[config.mk]
export PLATFORM = sky130hd
export DESIGN_NAME = pkt_reorder_merge
export DESIGN_NICKNAME = d
export VERILOG_FILES = /design/src/rtl/pkt_merge_pkg.sv /design/src/rtl/pkt_sync_fifo.sv /design/src/rtl/pkt_widen_buf.sv /design/src/rtl/pkt_reorder_merge.sv
export SDC_FILE = /design/constraint.sdc
export NUM_CORES = 1
export LEC_CHECK = 0
export BUFFER_PORTS_ARGS = -buffer_cell sky130_fd_sc_hd__buf_2
export CORE_UTILIZATION = 46
export DETAILED_ROUTE_END_ITERATION = 7
export SETUP_SLACK_MARGIN = 0.5
export SLEW_MARGIN = 20
export SYNTH_ARGS = -nofsm -noshare
export SYNTH_HDL_FRONTEND = slang
export SYNTH_SLANG_ARGS = --single-unit
[constraint.sdc]
create_clock -name clk -period 4.8 [get_ports clk]
set_input_delay 0.96 -clock clk [delete_from_list [all_inputs] [get_ports clk]]
set_output_delay 0.96 -clock clk [all_outputs]
set_load 0.01 [all_outputs]
[src/rtl/pkt_merge_pkg.sv]
// Shared constants and types for the ordered four-stream packet merger.
package pkt_merge_pkg;
    localparam int NUM_STREAMS = 4;
    localparam int HALF_W      = 16;
    localparam int WORD_W      = 2 * HALF_W;
    localparam int BE_W        = WORD_W / 8;
    localparam int SEL_W       = $clog2(NUM_STREAMS);

    // One packed word as held in a stream buffer.
    typedef struct packed {
        logic              sop;
        logic              eop;
        logic [BE_W-1:0]   be;
        logic [WORD_W-1:0] data;
    } beat_t;

    typedef enum logic {ST_HDR, ST_BODY} mst_t;
endpackage

[src/rtl/pkt_sync_fifo.sv]
// Synchronous FIFO with a combinational head read.
// Assumes DEPTH is a power of two; callers never push when full or pop when empty.
module pkt_sync_fifo #(
    parameter int WIDTH = 32,
    parameter int DEPTH = 8
) (
    input  logic             clk,
    input  logic             rst_n,
    input  logic             push,
    input  logic [WIDTH-1:0] wdata,
    input  logic             pop,
    output logic [WIDTH-1:0] rdata,
    output logic             empty,
    output logic             full
);
    localparam int AW = $clog2(DEPTH);

    logic [WIDTH-1:0] mem [DEPTH];
    logic [AW:0]      wptr, rptr;

    assign rdata = mem[rptr[AW-1:0]];
    assign empty = (wptr == rptr);
    assign full  = (wptr[AW-1:0] == rptr[AW-1:0]) && (wptr[AW] != rptr[AW]);

    // Pointer update.
    always_ff @(posedge clk) begin
        if (!rst_n) begin
            wptr <= '0;
            rptr <= '0;
        end else begin
            if (push) wptr <= wptr + 1'b1;
            if (pop)  rptr <= rptr + 1'b1;
        end
    end

    // Storage write.
    always_ff @(posedge clk) begin
        if (push) mem[wptr[AW-1:0]] <= wdata;
    end

    AST_NO_OVERFLOW:  assert property (@(posedge clk) disable iff (!rst_n) push |-> !full);
    AST_NO_UNDERFLOW: assert property (@(posedge clk) disable iff (!rst_n) pop |-> !empty);
endmodule

[src/rtl/pkt_widen_buf.sv]
// Per-stream buffer: packs 16-bit half-words into 32-bit words and queues them.
// The earlier half-word goes in the upper half. A packet ending on an odd half-word
// gets a zero lower half and byte flags 4'b1100. Each word records whether it is
// the first (sop) or the last (eop) word of its packet.
module pkt_widen_buf
    import pkt_merge_pkg::*;
#(
    parameter int DEPTH = 8
) (
    input  logic              clk,
    input  logic              rst_n,
    input  logic              s_valid,
    output logic              s_ready,
    input  logic [HALF_W-1:0] s_data,
    input  logic              s_last,
    input  logic              rd_pop,
    output beat_t             rd_beat,
    output logic              rd_empty
);
    localparam int BW = $bits(beat_t);

    logic [HALF_W-1:0] hi_q;
    logic              odd_q;
    logic              sop_q;
    logic              full;
    logic              accept, push;
    beat_t             wbeat;
    logic [BW-1:0]     wvec, rvec;

    assign s_ready = !full;
    assign accept  = s_valid && s_ready;
    assign push    = accept && (odd_q || s_last);

    // Form the word to queue from the held half and the incoming half.
    always_comb begin
        wbeat.sop  = sop_q;
        wbeat.eop  = s_last;
        wbeat.be   = odd_q ? 4'b1111 : 4'b1100;
        wbeat.data = odd_q ? {hi_q, s_data} : {s_data, {HALF_W{1'b0}}};
    end
    assign wvec    = wbeat;
    assign rd_beat = beat_t'(rvec);

    // Half-word pairing state and packet-start tracking.
    always_ff @(posedge clk) begin
        if (!rst_n) begin
            hi_q  <= '0;
            odd_q <= 1'b0;
            sop_q <= 1'b1;
        end else if (accept) begin
            if (push) begin
                odd_q <= 1'b0;
                sop_q <= s_last;
            end else begin
                hi_q  <= s_data;
                odd_q <= 1'b1;
            end
        end
    end

    pkt_sync_fifo #(.WIDTH(BW), .DEPTH(DEPTH)) u_fifo (
        .clk   (clk),
        .rst_n (rst_n),
        .push  (push),
        .wdata (wvec),
        .pop   (rd_pop),
        .rdata (rvec),
        .empty (rd_empty),
        .full  (full)
    );

    AST_PAD_LOW_ZERO: assert property (@(posedge clk) disable iff (!rst_n)
        (push && !odd_q) |-> (wvec[HALF_W-1:0] == '0));
endmodule

[src/rtl/pkt_reorder_merge.sv]
// Top: four widening stream buffers, a queue of ordering records and a control FIFO.
// The head record selects one stream. The first word of that stream's packet moves
// to the control FIFO, and the body is then offered on the output or flushed on a
// drop. The record retires on the packet's last word. Assumes every packet has at
// least two half-words and that records name streams that will receive the packet.
module pkt_reorder_merge
    import pkt_merge_pkg::*;
#(
    parameter int BUF_DEPTH  = 8,
    parameter int ORD_DEPTH  = 4,
    parameter int CTRL_DEPTH = 4
) (
    input  logic                        clk,
    input  logic                        rst_n,
    input  logic [NUM_STREAMS-1:0]      in_valid,
    output logic [NUM_STREAMS-1:0]      in_ready,
    input  logic [NUM_STREAMS*HALF_W-1:0] in_data,
    input  logic [NUM_STREAMS-1:0]      in_last,
    input  logic                        ord_valid,
    output logic                        ord_ready,
    input  logic [SEL_W-1:0]            ord_stream,
    output logic                        out_valid,
    input  logic                        out_ready,
    output logic [WORD_W-1:0]           out_data,
    output logic [BE_W-1:0]             out_be,
    output logic                        out_last,
    input  logic                        pkt_drop,
    output logic                        ctrl_valid,
    input  logic                        ctrl_ready,
    output logic [WORD_W-1:0]           ctrl_data
);
    beat_t                  head  [NUM_STREAMS];
    logic [NUM_STREAMS-1:0] buf_empty;
    logic [NUM_STREAMS-1:0] buf_pop;

    logic [SEL_W-1:0] sel;
    logic             ord_empty, ord_full, ord_pop, ord_has;
    logic             ctrl_empty, ctrl_full;
    mst_t             state;
    logic             drop_q;
    beat_t            cur;
    logic             cur_ne, hdr_move, body_act, flushing, body_pop;

    // One widening buffer per input stream.
    for (genvar g = 0; g < NUM_STREAMS; g++) begin : g_stream
        pkt_widen_buf #(.DEPTH(BUF_DEPTH)) u_buf (
            .clk      (clk),
            .rst_n    (rst_n),
            .s_valid  (in_valid[g]),
            .s_ready  (in_ready[g]),
            .s_data   (in_data[g*HALF_W +: HALF_W]),
            .s_last   (in_last[g]),
            .rd_pop   (buf_pop[g]),
            .rd_beat  (head[g]),
            .rd_empty (buf_empty[g])
        );
    end

    pkt_sync_fifo #(.WIDTH(SEL_W), .DEPTH(ORD_DEPTH)) u_ord (
        .clk   (clk),
        .rst_n (rst_n),
        .push  (ord_valid && ord_ready),
        .wdata (ord_stream),
        .pop   (ord_pop),
        .rdata (sel),
        .empty (ord_empty),
        .full  (ord_full)
    );

    pkt_sync_fifo #(.WIDTH(WORD_W), .DEPTH(CTRL_DEPTH)) u_ctrl (
        .clk   (clk),
        .rst_n (rst_n),
        .push  (hdr_move),
        .wdata (cur.data),
        .pop   (ctrl_ready && ctrl_valid),
        .rdata (ctrl_data),
        .empty (ctrl_empty),
        .full  (ctrl_full)
    );

    assign ord_ready  = !ord_full;
    assign ord_has    = !ord_empty;
    assign ctrl_valid = !ctrl_empty;

    // Selection, control capture, body delivery and flush decisions.
    always_comb begin
        cur      = head[sel];
        cur_ne   = !buf_empty[sel];
        hdr_move = (state == ST_HDR) && ord_has && cur_ne && !ctrl_full;
        body_act = (state == ST_BODY) && ord_has && cur_ne;
        flushing = drop_q || ((state == ST_BODY) && pkt_drop);
        body_pop = body_act && (flushing || out_ready);
        ord_pop  = (hdr_move || body_pop) && cur.eop;
        for (int i = 0; i < NUM_STREAMS; i++) begin
            buf_pop[i] = (sel == SEL_W'(i)) && (hdr_move || body_pop);
        end
    end

    assign out_valid = body_act && !flushing;
    assign out_data  = cur.data;
    assign out_be    = cur.be;
    assign out_last  = cur.eop;

    // Packet phase and latched drop request.
    always_ff @(posedge clk) begin
        if (!rst_n) begin
            state  <= ST_HDR;
            drop_q <= 1'b0;
        end else if (hdr_move && !cur.eop) begin
            state  <= ST_BODY;
        end else if (body_pop && cur.eop) begin
            state  <= ST_HDR;
            drop_q <= 1'b0;
        end else if ((state == ST_BODY) && pkt_drop) begin
            drop_q <= 1'b1;
        end
    end

    AST_OUT_HOLD: assert property (@(posedge clk) disable iff (!rst_n)
        (out_valid && !out_ready && !pkt_drop) |=> ((out_valid || pkt_drop) && $stable(out_data)));
    AST_HDR_IS_SOP: assert property (@(posedge clk) disable iff (!rst_n)
        hdr_move |-> cur.sop);
    AST_SEL_HOLD: assert property (@(posedge clk) disable iff (!rst_n)
        (ord_has && !ord_pop) |=> $stable(sel));
    AST_BODY_HAS_RECORD: assert property (@(posedge clk) disable iff (!rst_n)
        (state == ST_BODY) |-> ord_has);
endmodule

==> results of run 1 <==
## registers in the layout (all words and copies together) (netlist names), 3 cells and up, named ones only
signal,cells
u_ord.rptr,3
g_stream.u_buf.u_fifo.mem,1088
g_stream.u_buf.u_fifo.rptr,16
u_ord.wptr,3
u_ctrl.mem,128
u_ord.mem,8
u_ctrl.rptr,3
g_stream.u_buf.hi_q,64
g_stream.u_buf.u_fifo.wptr,16
u_ctrl.wptr,3
g_stream.u_buf.odd_q,4
## power by group through the flow
stage / registers, uW / logic (uW) / clock network [uW]
floorplan: 13500 / 1160 / 0
global placement: 13500 / 1940 / 0
detailed placement: 13500 / 1990 / 0
CTS: 13300 / 2140 / 10700
global route: 13300 / 2290 / 11100
finish: 13300 / 2150 / 10500
## final timing paths
kind | startpoint | endpoint | slack (ns) | depth (start not counted)
min reg2reg | g_stream[3].u_buf.hi_q[14] | g_stream[3].u_buf.hi_q[14] | 0.45 | 2
max | flip-flop | out_data[10] | 0.53 | 8
min | g_stream[3].u_buf.hi_q[14] | g_stream[3].u_buf.hi_q[14] | 0.45 | 2
max reg2reg | flip-flop | u_ctrl.mem[0][27] | 1.45 | 5
## through the flow
stage	setup slack [ns]	cells	instance area [sq um]	power, uW	util
floorplan	0.504	2740	53100	14600	-
global placement	0.830	4348	56300	15500	0.492
detailed placement	0.846	4348	56300	15500	0.492
CTS	0.471	4630	61400	26100	0.537
global route	0.404	4632	61500	26700	0.538
finish	0.534	4635	61500	25900	0.538
## cells by family after synthesis
group                    after synthesis  share of synthesized area
multiplexers                         534                      0.176
AO/OA/AOI/OAI                        197                     0.0212
adder cells (fa/ha/maj)               18                    0.00424
XOR/XNOR                              41                    0.00676
buffers and inverters                173                     0.0134
flip-flops                          1354                      0.741
AND/OR/NAND/NOR                      421                     0.0370
other                                  1                  0.0000706
## cells in the final DEF, fill, tap and decap left out, types with 19 or more instances in the layout
master and n:
nand2_1 189, and2_1 65, o211ai_1 33, a21oi_1 72, mux2i_2 19, mux2_2 130, o21ai_1 20, clkbuf_1 33
clkinv_2 24, dfxtp_1 115, clkbuf_16 145, buf_2 152, edfxtp_1 1224, mux2i_1 70, buf_4 106, clkinv_1 21
xor2_1 23, mux4_2 306, o21ai_0 43, nor2_1 64
## cell type report
class	count	area [sq um]	area share
Sequential cell	1354	39400	0.640
Multi-Input combinational cell	1214	13600	0.221
Clock buffer	182	3810	0.0619
Timing Repair Buffer	287	2150	0.0350
Tap cell	1512	1890	0.0307
Clock inverter	70	646	0.0105
Inverter	12	47.5	0.000773
Antenna cell	4	10.0	0.000163
## critical path: cells and delay by family, from the launching register on
family	cells	cell delay, ns
AO/OA/AOI/OAI	2	0.51
buffers and inverters	4	0.74
flip-flops	1	0.41
multiplexers	1	0.67
AND/OR/NAND/NOR	1	0.23
## timing repair
| action | 4_1_cts | 5_1_grt |
|---|---|---|
| resized for setup | 78 | 30 |
| setup endpoints to repair | 36 | 28 |
| gates cloned | 5 | 0 |
| pin swaps | 7 | 1 |
| setup buffers | 25 | 1 |
| hold buffers | 0 | 0 |
## per-layer routing
metal,vias to the layer above,routed length (microns),GRT usage
met1,14068,53900,0.312
met4,4,4270,0.0803
met5,-,108,0.00572
met3,200,11000,0.0557
li1,11536,-,-
met2,945,61600,0.351
==> flow_metrics.tcl, run 1 <==
set metrics [dict create \
    outcome "complete, no violations" \
    pin_count 156 \
    synthToLayoutAreaGrowth_pct 15.9 \
    fmax_mhz 234 \
    htreeDepth 4 \
    vias 26753 \
    critPathLaunchType "flip-flop" \
    crit_path_max_incr_delay_ns 0.67 \
    rows 124 \
    firstDrtPassIters 5 \
    worst_pin_slew_ns 1.10 \
    clk_pin_slew_ns 0.06 \
    hold-worst-slack_ns 0.452 \
    postRouteAntennaNets 0 \
    avgSynthCellArea_sq_um 19.4 \
    clock_skew_ns 0.0267 \
    maxCapViolCount 0 \
    dieArea_sq_um 117000 \
    wl_per_cell_microns 28.2 \
    root_buffer "clkbuf_16" \
    drc_errors 0 \
    critPathKind "reg -> out" \
    syn_area_sq_um 53100 \
    port_buffers 153 \
    dieWidth_microns 342 \
    hold_path.class "reg -> reg" \
    leakage_uw 0.0196 \
    synth_enable_flop_cells 1224 \
    yosysSeqAreaShare 0.741 \
    grt_use_total 0.226 \
    synth_top_area_frac 0.692 \
    synth_area_leaders "edfxtp_1 69%, mux4_2 13%, dfxtp_1 4.9%" \
    async_reset_ff_frac 0 \
    cts_max_path_buffers 3 \
    clock_latency_ns 0.74 \
    drt_iter0_drc 2550 \
    nNetsFinal 3105 \
    post-route-min-period_ns 4.27 \
    wl_microns 131000 \
    critical_path_peak_fanout 9 \
    yosys.cell_types.count 50 \
    synth_common_cells "1,224 x edfxtp_1, 306 x mux4_2, 191 x nand2_1" \
    rsz0062_at_grt "true" \
    grt_pass1_vias 26956 \
    fin_crit_sh 0.889 \
    required_ns 3.84 \
    clkPwrFrac 0.405 \
    start_util 0.464 \
    worstPathCellList "mux4_4 -> buf_12 -> buf_12 -> nand2_1 -> o21ai_0 -> buf_4 -> o21ai_1 -> buf_2" \
    cp_slowest_cell "mux4_4" \
    setup_viol 0 \
    numCtsBuffers 138 \
    ir_drop_mv 0.381 \
    seqPwrFrac 0.512 \
    grt-ovfl-total 0 \
    hold_viol 0 \
    synth_most_common_cell "edfxtp_1" \
    yosys.area.top_type "edfxtp_1" \
    antenna_found_initial 9 \
    drv_slew 0 \
    ys_ff_latch 1354 \
    grt_max_degree 71 \
    worstSetupEndpointType "output pin" \
    gp_congestion 0.781 \
    die_h_microns 342 \
    fp.coreArea_sq_um 114000 \
    synthFlopType "edfxtp_1" \
    intPower_uw 20100 \
    viasPerCell 5.77 \
    hpwl_microns 80100 \
    power_frac_comb 0.083 \
    postSynthCellCount 2739 \
    ys_warn_count 0 \
    cts_sinks 1354 \
    p_per_area_nw_per_um2 421 \
    p_sw_uw 5820 \
    maxSlewHeadroom 0.266 \
    cp_common_cell "buf_12" \
    switching_share 0.225 \
    worstPathArrival_ns 3.31 \
    tns_ns 0 \
    grt_first_pass_wirelength_microns 188000 \
    fillers 8694 \
    cts_tree "done" \
    drive_above_1_share 0.331 \
]
Note: power is estimated with default switching activity, not from simulation.
==> run 2, diff against run 1 <==
Settings changed: CTS_CLUSTER_SIZE set to 28.
Clock period 4.8 ns to 4.05 ns, I/O delays scaled along.
==> flow_metrics.tcl, run 2 (synthesis results as in run 1) <==
set metrics [dict create \
    start_util 0.464 \
    fmax_mhz 251 \
    grt_first_pass_wirelength_microns 194000 \
    nNetsFinal 3243 \
    place_area_sq_um 56700 \
    grt_use_total 0.233 \
    leakage_uw 0.0207 \
    critPathLaunchType "flip-flop" \
    fin_crit_sh 0.984 \
    grt_max_degree 68 \
    final_cell_area_sq_um 63800 \
    numCtsBuffers 142 \
    grt-ovfl-total 0 \
    p_per_area_nw_per_um2 498 \
    critPathKind "reg -> out" \
    placedCellCount 4370 \
    worstPathArrival_ns 3.18 \
    die_h_microns 342 \
    firstDrtPassIters 7 \
    clock_skew_ns 0.0359 \
    root_buffer "clkbuf_16" \
    drt_iter0_drc 2646 \
    mostFrequentLayoutCells "1,224 x edfxtp_1, 306 x mux4_2, 185 x buf_4" \
    maxSlewHeadroom 0.281 \
    clkPwrFrac 0.406 \
    seqPwrFrac 0.494 \
    postRouteAntennaNets 0 \
    critical_path_peak_fanout 9 \
    required_ns 3.24 \
    hold_viol 0 \
    wl_per_cell_microns 28.3 \
    grt_pass1_vias 27817 \
    largest_register_ffs 1088 \
    fp.coreArea_sq_um 114000 \
    outcome "complete, no violations" \
    cts_tree "done" \
    final_util 0.558 \
    drv_slew 0 \
    cts_max_path_buffers 3 \
    fin_cells 4774 \
    worst_pin_slew_ns 1.08 \
    port_buffers 153 \
    final_common_cell "edfxtp_1" \
    hpwl_microns 80000 \
    hold_path.class "in -> reg" \
    pin_count 156 \
    maxCapViolCount 0 \
    setup_viol 0 \
    dieArea_sq_um 117000 \
    rsz0062_at_grt "true" \
    intPower_uw 24700 \
    antenna_found_initial 3 \
    worstSetupEndpointType "output pin" \
    p_total_uw 31800 \
    dieWidth_microns 342 \
    switching_share 0.224 \
    clock_latency_ns 0.75 \
    clk_pin_slew_ns 0.05 \
    vias 27654 \
    gp_congestion 0.770 \
    rows 124 \
    post-route-min-period_ns 3.99 \
    drc_errors 0 \
    cts_sinks 1354 \
    p_sw_uw 7130 \
    drive_above_1_share 0.369 \
    htreeDepth 4 \
    ir_drop_mv 0.387 \
    fillers 8590 \
    wl_microns 135000 \
    viasPerCell 5.79 \
    power_frac_comb 0.100 \
    synthToLayoutAreaGrowth_pct 20.2 \
]
==> run 2: cell type report <==
type | count | area, sq um | area share
antenna | 1 | 2.50 | 0.0000392
clock buffer | 193 | 3920 | 0.0615
clock inverter | 67 | 709 | 0.0111
inverter | 12 | 47.5 | 0.000745
multi-input combinational | 1214 | 13800 | 0.216
sequential | 1354 | 39400 | 0.618
tap | 1512 | 1890 | 0.0297
timing repair buffer | 421 | 4020 | 0.0630
==> run 2: critical path, cell delays in order, from the launching register on <==
cell and delay, ns:
edfxtp_1 0.39, mux4_4 0.67, buf_12 0.19, buf_16 0.16, buf_4 0.14, buf_8 0.12, o211ai_1 0.40, o21ai_4 0.17
buf_6 0.16
==> run 2: final timing paths <==
| path | startpoint | endpoint | slack [ns] | cells after the start |
|---|---|---|---|---|
| max | u_ord.mem[3][0] | out_data[13] | 0.06 | 8 |
| max reg2reg | g_stream[0].u_buf.u_fifo.rptr[3] | g_stream[0].u_buf.u_fifo.mem[1][23] | 0.86 | 6 |
| min | ord_stream[1] | u_ord.mem[1][1] | 0.29 | 1 |
| min reg2reg | g_stream[1].u_buf.hi_q[2] | g_stream[1].u_buf.hi_q[2] | 0.45 | 2 |
==> run 2: through the flow <==
| step | TNS [ns] | setup WS, ns | hold slack [ns] |
|---|---|---|---|
| global placement | 0 | 0.218 | 0.438 |
| CTS | 0 | 0.0593 | 0.253 |
| detailed placement | 0 | 0.199 | 0.445 |
| global route | 0 | 0.0150 | 0.284 |
| finish | 0 | 0.0638 | 0.288 |
| floorplan | -20.61 | -0.153 | 0.433 |
==> run 2: power by group through the flow <==
| stage | logic [uW] | clock network, uW | registers [uW] |
|---|---|---|---|
| after floorplan | 1380 | 0 | 15900 |
| final | 3180 | 12900 | 15700 |
| after detailed placement | 2430 | 0 | 16000 |
| after global routing | 3350 | 13600 | 15700 |
| after global placement | 2380 | 0 | 16000 |
| after CTS | 3050 | 13100 | 15700 |
==> run 2: repair_timing <==
item	4_1_cts	5_1_grt
setup buffers	93	27
setup endpoints to repair	159	149
pin swaps	35	22
hold buffers	0	0
gates resized for setup	197	58
gates cloned	20	3
==> run 2: layer usage <==
layer,up-vias,track usage,part of all wire
li1,11853,-,-
met1,14580,0.332,0.42
met2,1027,0.361,0.47
met3,192,0.0444,0.077
met4,2,0.0777,0.029
met5,-,0,0.000089
